$ cat src/rtl/acc_cpu_pkg.sv
package acc_cpu_pkg;

   localparam int unsigned STATE_W = 3;

   typedef enum logic [STATE_W-1:0] {
      ST_FETCH  = 3'd0,
      ST_DECODE = 3'd1,
      ST_READ   = 3'd2,
      ST_EXEC   = 3'd3,
      ST_WRITE  = 3'd4
   } cpu_state_e;

   typedef struct packed {
      logic zero_x;
      logic inv_x;
      logic zero_y;
      logic inv_y;
      logic sel_add;
      logic inv_out;
   } alu_ctl_t;

   localparam int unsigned ALU_CTL_W = $bits(alu_ctl_t);

endpackage

$ cat src/rtl/acc_cpu_alu.sv
module acc_cpu_alu
   import acc_cpu_pkg::*;
#(
   parameter int unsigned DATA_W = 16
) (
   input  logic [DATA_W-1:0] x_i,
   input  logic [DATA_W-1:0] y_i,
   input  alu_ctl_t          ctl_i,
   output logic [DATA_W-1:0] res_o,
   output logic              neg_o,
   output logic              zero_o,
   output logic              pos_o
);

   localparam int unsigned N_OPND = 2;

   logic [N_OPND-1:0][DATA_W-1:0] raw_opnd;
   logic [N_OPND-1:0][DATA_W-1:0] cond_opnd;
   logic [N_OPND-1:0]             clr_bit;
   logic [N_OPND-1:0]             flip_bit;
   logic [DATA_W-1:0]             core_res;

   assign raw_opnd = {y_i, x_i};
   assign clr_bit  = {ctl_i.zero_y, ctl_i.zero_x};
   assign flip_bit = {ctl_i.inv_y, ctl_i.inv_x};

   generate
      for (genvar g = 0; g < N_OPND; g++) begin : g_opnd
         assign cond_opnd[g] = (clr_bit[g] ? '0 : raw_opnd[g]) ^ {DATA_W{flip_bit[g]}};
      end
   endgenerate

   assign core_res = ctl_i.sel_add ? (cond_opnd[0] + cond_opnd[1])
                                   : (cond_opnd[0] & cond_opnd[1]);
   assign res_o    = core_res ^ {DATA_W{ctl_i.inv_out}};
   assign neg_o    = res_o[DATA_W-1];
   assign zero_o   = (res_o == '0);
   assign pos_o    = !neg_o && !zero_o;

   always_comb begin
      assert ($onehot({neg_o, zero_o, pos_o}));
   end

endmodule

$ cat src/rtl/acc_cpu_jump.sv
module acc_cpu_jump #(
   parameter int unsigned COND_W = 3
) (
   input  logic [COND_W-1:0] sel_i,
   input  logic              neg_i,
   input  logic              zero_i,
   input  logic              pos_i,
   output logic              take_o
);

   logic [COND_W-1:0] hits;

   generate
      if (COND_W != 3) begin : g_bad_cond
         $error("acc_cpu_jump: COND_W must be 3");
      end
   endgenerate

   assign hits   = {neg_i, zero_i, pos_i};
   assign take_o = |(sel_i & hits);

endmodule

$ cat src/rtl/acc_cpu_fsm.sv
module acc_cpu_fsm
   import acc_cpu_pkg::*;
(
   input  logic       clk,
   input  logic       rst_n,
   input  logic       halt_i,
   input  logic       mem_done_i,
   input  logic       is_comp_i,
   input  logic       use_mem_i,
   input  logic       store_i,
   output cpu_state_e state_o,
   output logic       mem_req_o,
   output logic       mem_we_o
);

   cpu_state_e state_q, state_d;

   always_comb begin
      state_d = state_q;
      unique case (state_q)
         ST_FETCH:  if (mem_done_i && !halt_i) state_d = ST_DECODE;
         ST_DECODE: state_d = (is_comp_i && use_mem_i) ? ST_READ : ST_EXEC;
         ST_READ:   if (mem_done_i) state_d = ST_EXEC;
         ST_EXEC:   state_d = (is_comp_i && store_i) ? ST_WRITE : ST_FETCH;
         ST_WRITE:  if (mem_done_i) state_d = ST_FETCH;
         default:   state_d = ST_FETCH;
      endcase
   end

   always_ff @(posedge clk or negedge rst_n) begin
      if (!rst_n) state_q <= ST_FETCH;
      else        state_q <= state_d;
   end

   assign state_o   = state_q;
   assign mem_req_o = ((state_q == ST_FETCH) && !halt_i) ||
                      (state_q == ST_READ) || (state_q == ST_WRITE);
   assign mem_we_o  = (state_q == ST_WRITE);

   AST_HOLD_FOR_DONE: assert property (@(posedge clk) disable iff (!rst_n)
      ((state_q == ST_READ || state_q == ST_WRITE) && !mem_done_i) |=> $stable(state_q));
   AST_FETCH_WAIT: assert property (@(posedge clk) disable iff (!rst_n)
      (state_q == ST_FETCH && !mem_done_i) |=> (state_q == ST_FETCH));
   AST_HALT_PARK: assert property (@(posedge clk) disable iff (!rst_n)
      (state_q == ST_FETCH && halt_i) |=> (state_q == ST_FETCH));
   AST_DECODE_NEXT: assert property (@(posedge clk) disable iff (!rst_n)
      (state_q == ST_DECODE) |=> (state_q == ST_READ || state_q == ST_EXEC));
   AST_STATE_LEGAL: assert property (@(posedge clk) disable iff (!rst_n)
      (state_q == ST_WRITE) |=> (state_q == ST_WRITE || state_q == ST_FETCH));

endmodule

$ cat src/rtl/acc_cpu_core.sv
module acc_cpu_core
   import acc_cpu_pkg::*;
#(
   parameter int unsigned DATA_W   = 16,
   parameter int unsigned RESET_PC = 0
) (
   input  logic              clk,
   input  logic              rst_n,
   input  logic              halt_i,
   output logic              mem_req_o,
   output logic              mem_we_o,
   output logic [DATA_W-1:0] mem_addr_o,
   output logic [DATA_W-1:0] mem_wdata_o,
   input  logic [DATA_W-1:0] mem_rdata_i,
   input  logic              mem_done_i,
   output logic [STATE_W-1:0] state_o
);

   localparam int unsigned OP_BIT   = DATA_W - 1;
   localparam int unsigned IMM_W    = DATA_W - 1;
   localparam int unsigned MSEL_BIT = 12;
   localparam int unsigned CTL_LSB  = 6;
   localparam int unsigned DST_A    = 5;
   localparam int unsigned DST_D    = 4;
   localparam int unsigned DST_M    = 3;
   localparam int unsigned JMP_W    = 3;

   generate
      if (DATA_W != 16) begin : g_bad_width
         $error("acc_cpu_core: instruction format needs DATA_W == 16");
      end
      if (RESET_PC >= (1 << DATA_W)) begin : g_bad_pc
         $error("acc_cpu_core: RESET_PC out of range");
      end
   endgenerate

   cpu_state_e        state;
   logic [DATA_W-1:0] pc_q, a_q, d_q, ir_q, opnd_q, waddr_q, wdata_q;
   logic [DATA_W-1:0] y_sel, alu_res;
   logic              alu_neg, alu_zero, alu_pos, jmp_take;
   logic              is_comp;
   alu_ctl_t          alu_ctl;

   assign is_comp = ir_q[OP_BIT];
   assign alu_ctl = alu_ctl_t'(ir_q[CTL_LSB +: ALU_CTL_W]);
   assign y_sel   = ir_q[MSEL_BIT] ? opnd_q : a_q;

   acc_cpu_fsm u_fsm (
      .clk        (clk),
      .rst_n      (rst_n),
      .halt_i     (halt_i),
      .mem_done_i (mem_done_i),
      .is_comp_i  (is_comp),
      .use_mem_i  (ir_q[MSEL_BIT]),
      .store_i    (ir_q[DST_M]),
      .state_o    (state),
      .mem_req_o  (mem_req_o),
      .mem_we_o   (mem_we_o)
   );

   acc_cpu_alu #(.DATA_W(DATA_W)) u_alu (
      .x_i    (d_q),
      .y_i    (y_sel),
      .ctl_i  (alu_ctl),
      .res_o  (alu_res),
      .neg_o  (alu_neg),
      .zero_o (alu_zero),
      .pos_o  (alu_pos)
   );

   acc_cpu_jump #(.COND_W(JMP_W)) u_jump (
      .sel_i  (ir_q[JMP_W-1:0]),
      .neg_i  (alu_neg),
      .zero_i (alu_zero),
      .pos_i  (alu_pos),
      .take_o (jmp_take)
   );

   always_ff @(posedge clk or negedge rst_n) begin
      if (!rst_n) begin
         ir_q   <= '0;
         opnd_q <= '0;
      end else begin
         if (state == ST_FETCH && mem_done_i && !halt_i) ir_q <= mem_rdata_i;
         if (state == ST_READ && mem_done_i) opnd_q <= mem_rdata_i;
      end
   end

   always_ff @(posedge clk or negedge rst_n) begin
      if (!rst_n) begin
         pc_q    <= DATA_W'(RESET_PC);
         a_q     <= '0;
         d_q     <= '0;
         waddr_q <= '0;
         wdata_q <= '0;
      end else if (state == ST_EXEC) begin
         if (!is_comp) begin
            a_q  <= {1'b0, ir_q[IMM_W-1:0]};
            pc_q <= pc_q + 1'b1;
         end else begin
            if (ir_q[DST_A]) a_q <= alu_res;
            if (ir_q[DST_D]) d_q <= alu_res;
            if (ir_q[DST_M]) begin
               waddr_q <= a_q;
               wdata_q <= alu_res;
            end
            pc_q <= jmp_take ? a_q : pc_q + 1'b1;
         end
      end
   end

   always_comb begin
      unique case (state)
         ST_READ:  mem_addr_o = a_q;
         ST_WRITE: mem_addr_o = waddr_q;
         default:  mem_addr_o = pc_q;
      endcase
   end

   assign mem_wdata_o = wdata_q;
   assign state_o     = state;

   AST_IMM_NO_READ: assert property (@(posedge clk) disable iff (!rst_n)
      (state == ST_DECODE && !ir_q[OP_BIT]) |=> (state == ST_EXEC));
   AST_PC_EXEC_ONLY: assert property (@(posedge clk) disable iff (!rst_n)
      (state != ST_EXEC) |=> $stable(pc_q));
   AST_D_EXEC_ONLY: assert property (@(posedge clk) disable iff (!rst_n)
      (state != ST_EXEC) |=> $stable(d_q));
   AST_STORE_HAS_REQ: assert property (@(posedge clk) disable iff (!rst_n)
      mem_we_o |-> mem_req_o);
   AST_STORE_ADDR_STABLE: assert property (@(posedge clk) disable iff (!rst_n)
      (state == ST_WRITE && !mem_done_i) |=> $stable(mem_addr_o));

endmodule

$ cat config.mk
export PLATFORM = sky130hd
export DESIGN_NAME = acc_cpu_core
export DESIGN_NICKNAME = d
export VERILOG_FILES = /design/src/rtl/acc_cpu_pkg.sv /design/src/rtl/acc_cpu_alu.sv /design/src/rtl/acc_cpu_jump.sv /design/src/rtl/acc_cpu_fsm.sv /design/src/rtl/acc_cpu_core.sv
export SDC_FILE = /design/constraint.sdc
export NUM_CORES = 1
export LEC_CHECK = 0
export BUFFER_PORTS_ARGS = -buffer_cell sky130_fd_sc_hd__buf_2
export CAP_MARGIN = 10
export CORE_ASPECT_RATIO = 0.9
export CORE_MARGIN = 4
export CORE_UTILIZATION = 47
export DETAILED_ROUTE_END_ITERATION = 10
export HOLD_SLACK_MARGIN = 0.1
export PLACE_DENSITY = 0.76
export SYNTH_ARGS = -nofsm -noshare
export SYNTH_HDL_FRONTEND = slang
export SYNTH_HIERARCHICAL = 1
export SYNTH_SLANG_ARGS = --single-unit
$ cat constraint.sdc
create_clock -name clk -period 10.2 [get_ports clk]
set_clock_uncertainty 0.05 [all_clocks]
set_input_delay 2.55 -clock clk [delete_from_list [all_inputs] [get_ports clk]]
set_output_delay 2.55 -clock clk [all_outputs]
set_load 0.005 [all_outputs]
==> run metrics <==
RSZ-0062 raised after global routing false; # setup viols final 0; GR Overflow Total 0; clock buffer depth 2; Core Box Area 15600 um2; Period minus WS final 5.850 ns; register area share after synthesis 37.95%; Critical Path RT 10.43 ns; Antenna Cells 0; Max-cap violations 0; Skew-Pair Late Insertion Delay 0.42 ns; WHS 0.4412 ns; Worst Max-Slew Pin Slew 1.157 ns; CTS buffer count 17; metal2 WL 8576 um; r2r endpoint pc_q[7]; Fin Setup TNS 0 ns; Arrival @ worst endpoint 6.08 ns; wire length per cell 19.02 um; uppermost layer routed met4; gr usage total 21.56%; htree depth 4; hold depth 1; Die Y 128.5 um; antenna viol nets, final 0; clk slew on worst S/H paths 0.05 ns; Post-Syn Instances 764; first-pass GRT wire length 31780 um; via count 6195; Worst R2R Start ir_q[12]; area delta synth->final 11.55%; Hold Violations, Final 0; Die Area 18230 um2; Mapped Area 7582 um2; postcts setup bufs 0; nets 832; num rows 43; HPWL after DPL 13050 um; Slew Limit Headroom 22.55%; R2R setup slack 4.35 ns; Initial Util 48.60%; initial antenna violation count 0; synth top area cells dfrtp_1 38%, mux2_2 12%, xnor2_1 5.1%; end of the critical path pc_q[7]; global placement routability congestion 0.9013; CTS tree done; status completed; share of the synthesized area in the top cell type 37.95%; YS warnings 6; CTS sink count 115; # DRC 0; Synth Flop Type dfrtp_1; Clk Tree Root Cell clkbuf_16; critical path fanouts, max 27; vias in the first global route 5982; Final Slew Violations 0; synthesized area per cell 9.924 um2; met1 wire length 8820 um; FF-to-FF path depth 18; Post-synth EDFFs 0; Pre-antenna DRT Iters 5; Distinct cells, synth 79; FFs w/ async S/R, synth 100.0%; Final period util 57.36%; hold crit path type flip-flop to flip-flop; post-synth net total 802; PortBufs 56; number of synthesized register bits 115; initial DRC count 629; Worst setup EP type flip-flop; cell taking the most area after synthesis dfrtp_1; share of cells above drive strength 1 24.38%; maximum clock rate 170.9 MHz; largest net degree at the start of global routing 63; DRT Wirelength 19130 um; startpoint types flip-flop; DIE WIDTH 141.9 um; drt via density 6.158; critical path class flip-flop to flip-flop; CTS Hold Bufs 0; Post-CTS Resized 0; met3 wire length 1390 um; CP startpoint ir_q[12]; IO Count 57
registers in the layout, indices dropped and copies added (netlist names):
| signal | count |
|---|---|
| opnd_q | 16 |
| pc_q | 16 |
| ir_q | 16 |
| mem_wdata_o | 16 |
| a_q | 16 |
| waddr_q | 16 |
| d_q | 16 |
| u_fsm/state_o | 3 |
per-stage QoR:
stage                     area (um2)  cells  setup slack [ns]  util, %
after floorplan                 7582    764             4.691        -
after global placement          7900    977             4.478    50.63
after detailed placement        7900    977             4.421    50.63
after CTS                       8458   1006             4.420    54.21
after global routing            8458   1006             3.955    54.21
final                           8458   1006             4.350    54.21
worst min-delay path by stage:
| stage | endpoint | startpoint | slack [ns] |
|---|---|---|---|
| detailed placement | opnd_q[15] | opnd_q[15] | 0.43 |
| finish | opnd_q[15] | opnd_q[15] | 0.44 |
| global route | waddr_q[15] | waddr_q[15] | 0.46 |
| floorplan | waddr_q[15] | waddr_q[15] | 0.40 |
| global placement | opnd_q[12] | opnd_q[12] | 0.42 |
| CTS | opnd_q[15] | opnd_q[15] | 0.44 |
synthesized netlist by cell type (6+ instances only):
| library cell | count |
|---|---|
| ha_1 | 17 |
| nor3_1 | 14 |
| mux2i_1 | 19 |
| a31oi_1 | 6 |
| o22ai_1 | 9 |
| a21oi_1 | 45 |
| and3_1 | 11 |
| xnor2_1 | 44 |
| nor3b_1 | 7 |
| nor2_1 | 36 |
| inv_1 | 9 |
| a22oi_1 | 16 |
| nand2_1 | 67 |
| buf_2 | 18 |
| nand2b_1 | 37 |
| nor2b_1 | 6 |
| dfrtp_1 | 115 |
| buf_4 | 10 |
| nand4_1 | 9 |
| and2_1 | 6 |
| a211oi_1 | 8 |
| mux2_1 | 11 |
| mux2_2 | 83 |
| o21ai_0 | 22 |
| nand3_1 | 18 |
| clkbuf_1 | 21 |
| a21o_1 | 10 |
placed cells by master, fill, tap and decap left out, drive strengths merged, types with 19 or more instances in the layout:
cell type / count
clkbuf: 23
nand2b: 37
nand2: 67
mux2i: 19
nor2: 36
xnor2: 44
mux2: 94
o21ai: 24
buf: 65
a21oi: 45
nand3: 20
dfrtp: 115
critical path, stage by stage (launching register included):
cell,delay [ns]
dfrtp_1,0.89
mux2_2,0.42
nand2b_1,0.10
xnor2_1,0.07
ha_1,0.27
fa_1,0.48
a211oi_4,0.38
o21a_1,0.20
nor4_1,0.08
or4_4,0.50
a31oi_4,0.21
mux2_1,0.36
and4b_1,0.19
a222oi_1,0.28
inv_1,0.09
nand2_1,0.59
nand3_1,0.24
o22ai_1,0.20
a21oi_1,0.11
cells by family after synthesis:
logic type	share of synthesized area, %
flops	37.95
compound gates	15.13
mux	16.47
simple gates	17.62
xor+xnor	5.545
fa+ha+maj	3.069
buf+inv	4.208
per-layer routing:
| metal | vias to the layer above | track usage (%) |
|---|---|---|
| met3 | 33 | 3.902 |
| met5 | - | 0 |
| li1 | 2834 | - |
| met2 | 273 | 32.46 |
| met1 | 3055 | 31.51 |
| met4 | 0 | 7.111 |
cell type report:
class	instances	area [um2]
clock inverter	6	80.08
fill	1377	7144
tap	202	252.7
clock buffer	23	478.0
sequential	115	2878
timing repair buffer	65	350.3
multi-input combinational	586	4385
inverter	9	33.78
Power is left out: the tool's default activity adds up to more than one toggle a clock period on the data nets, which glitch-free logic cannot reach.
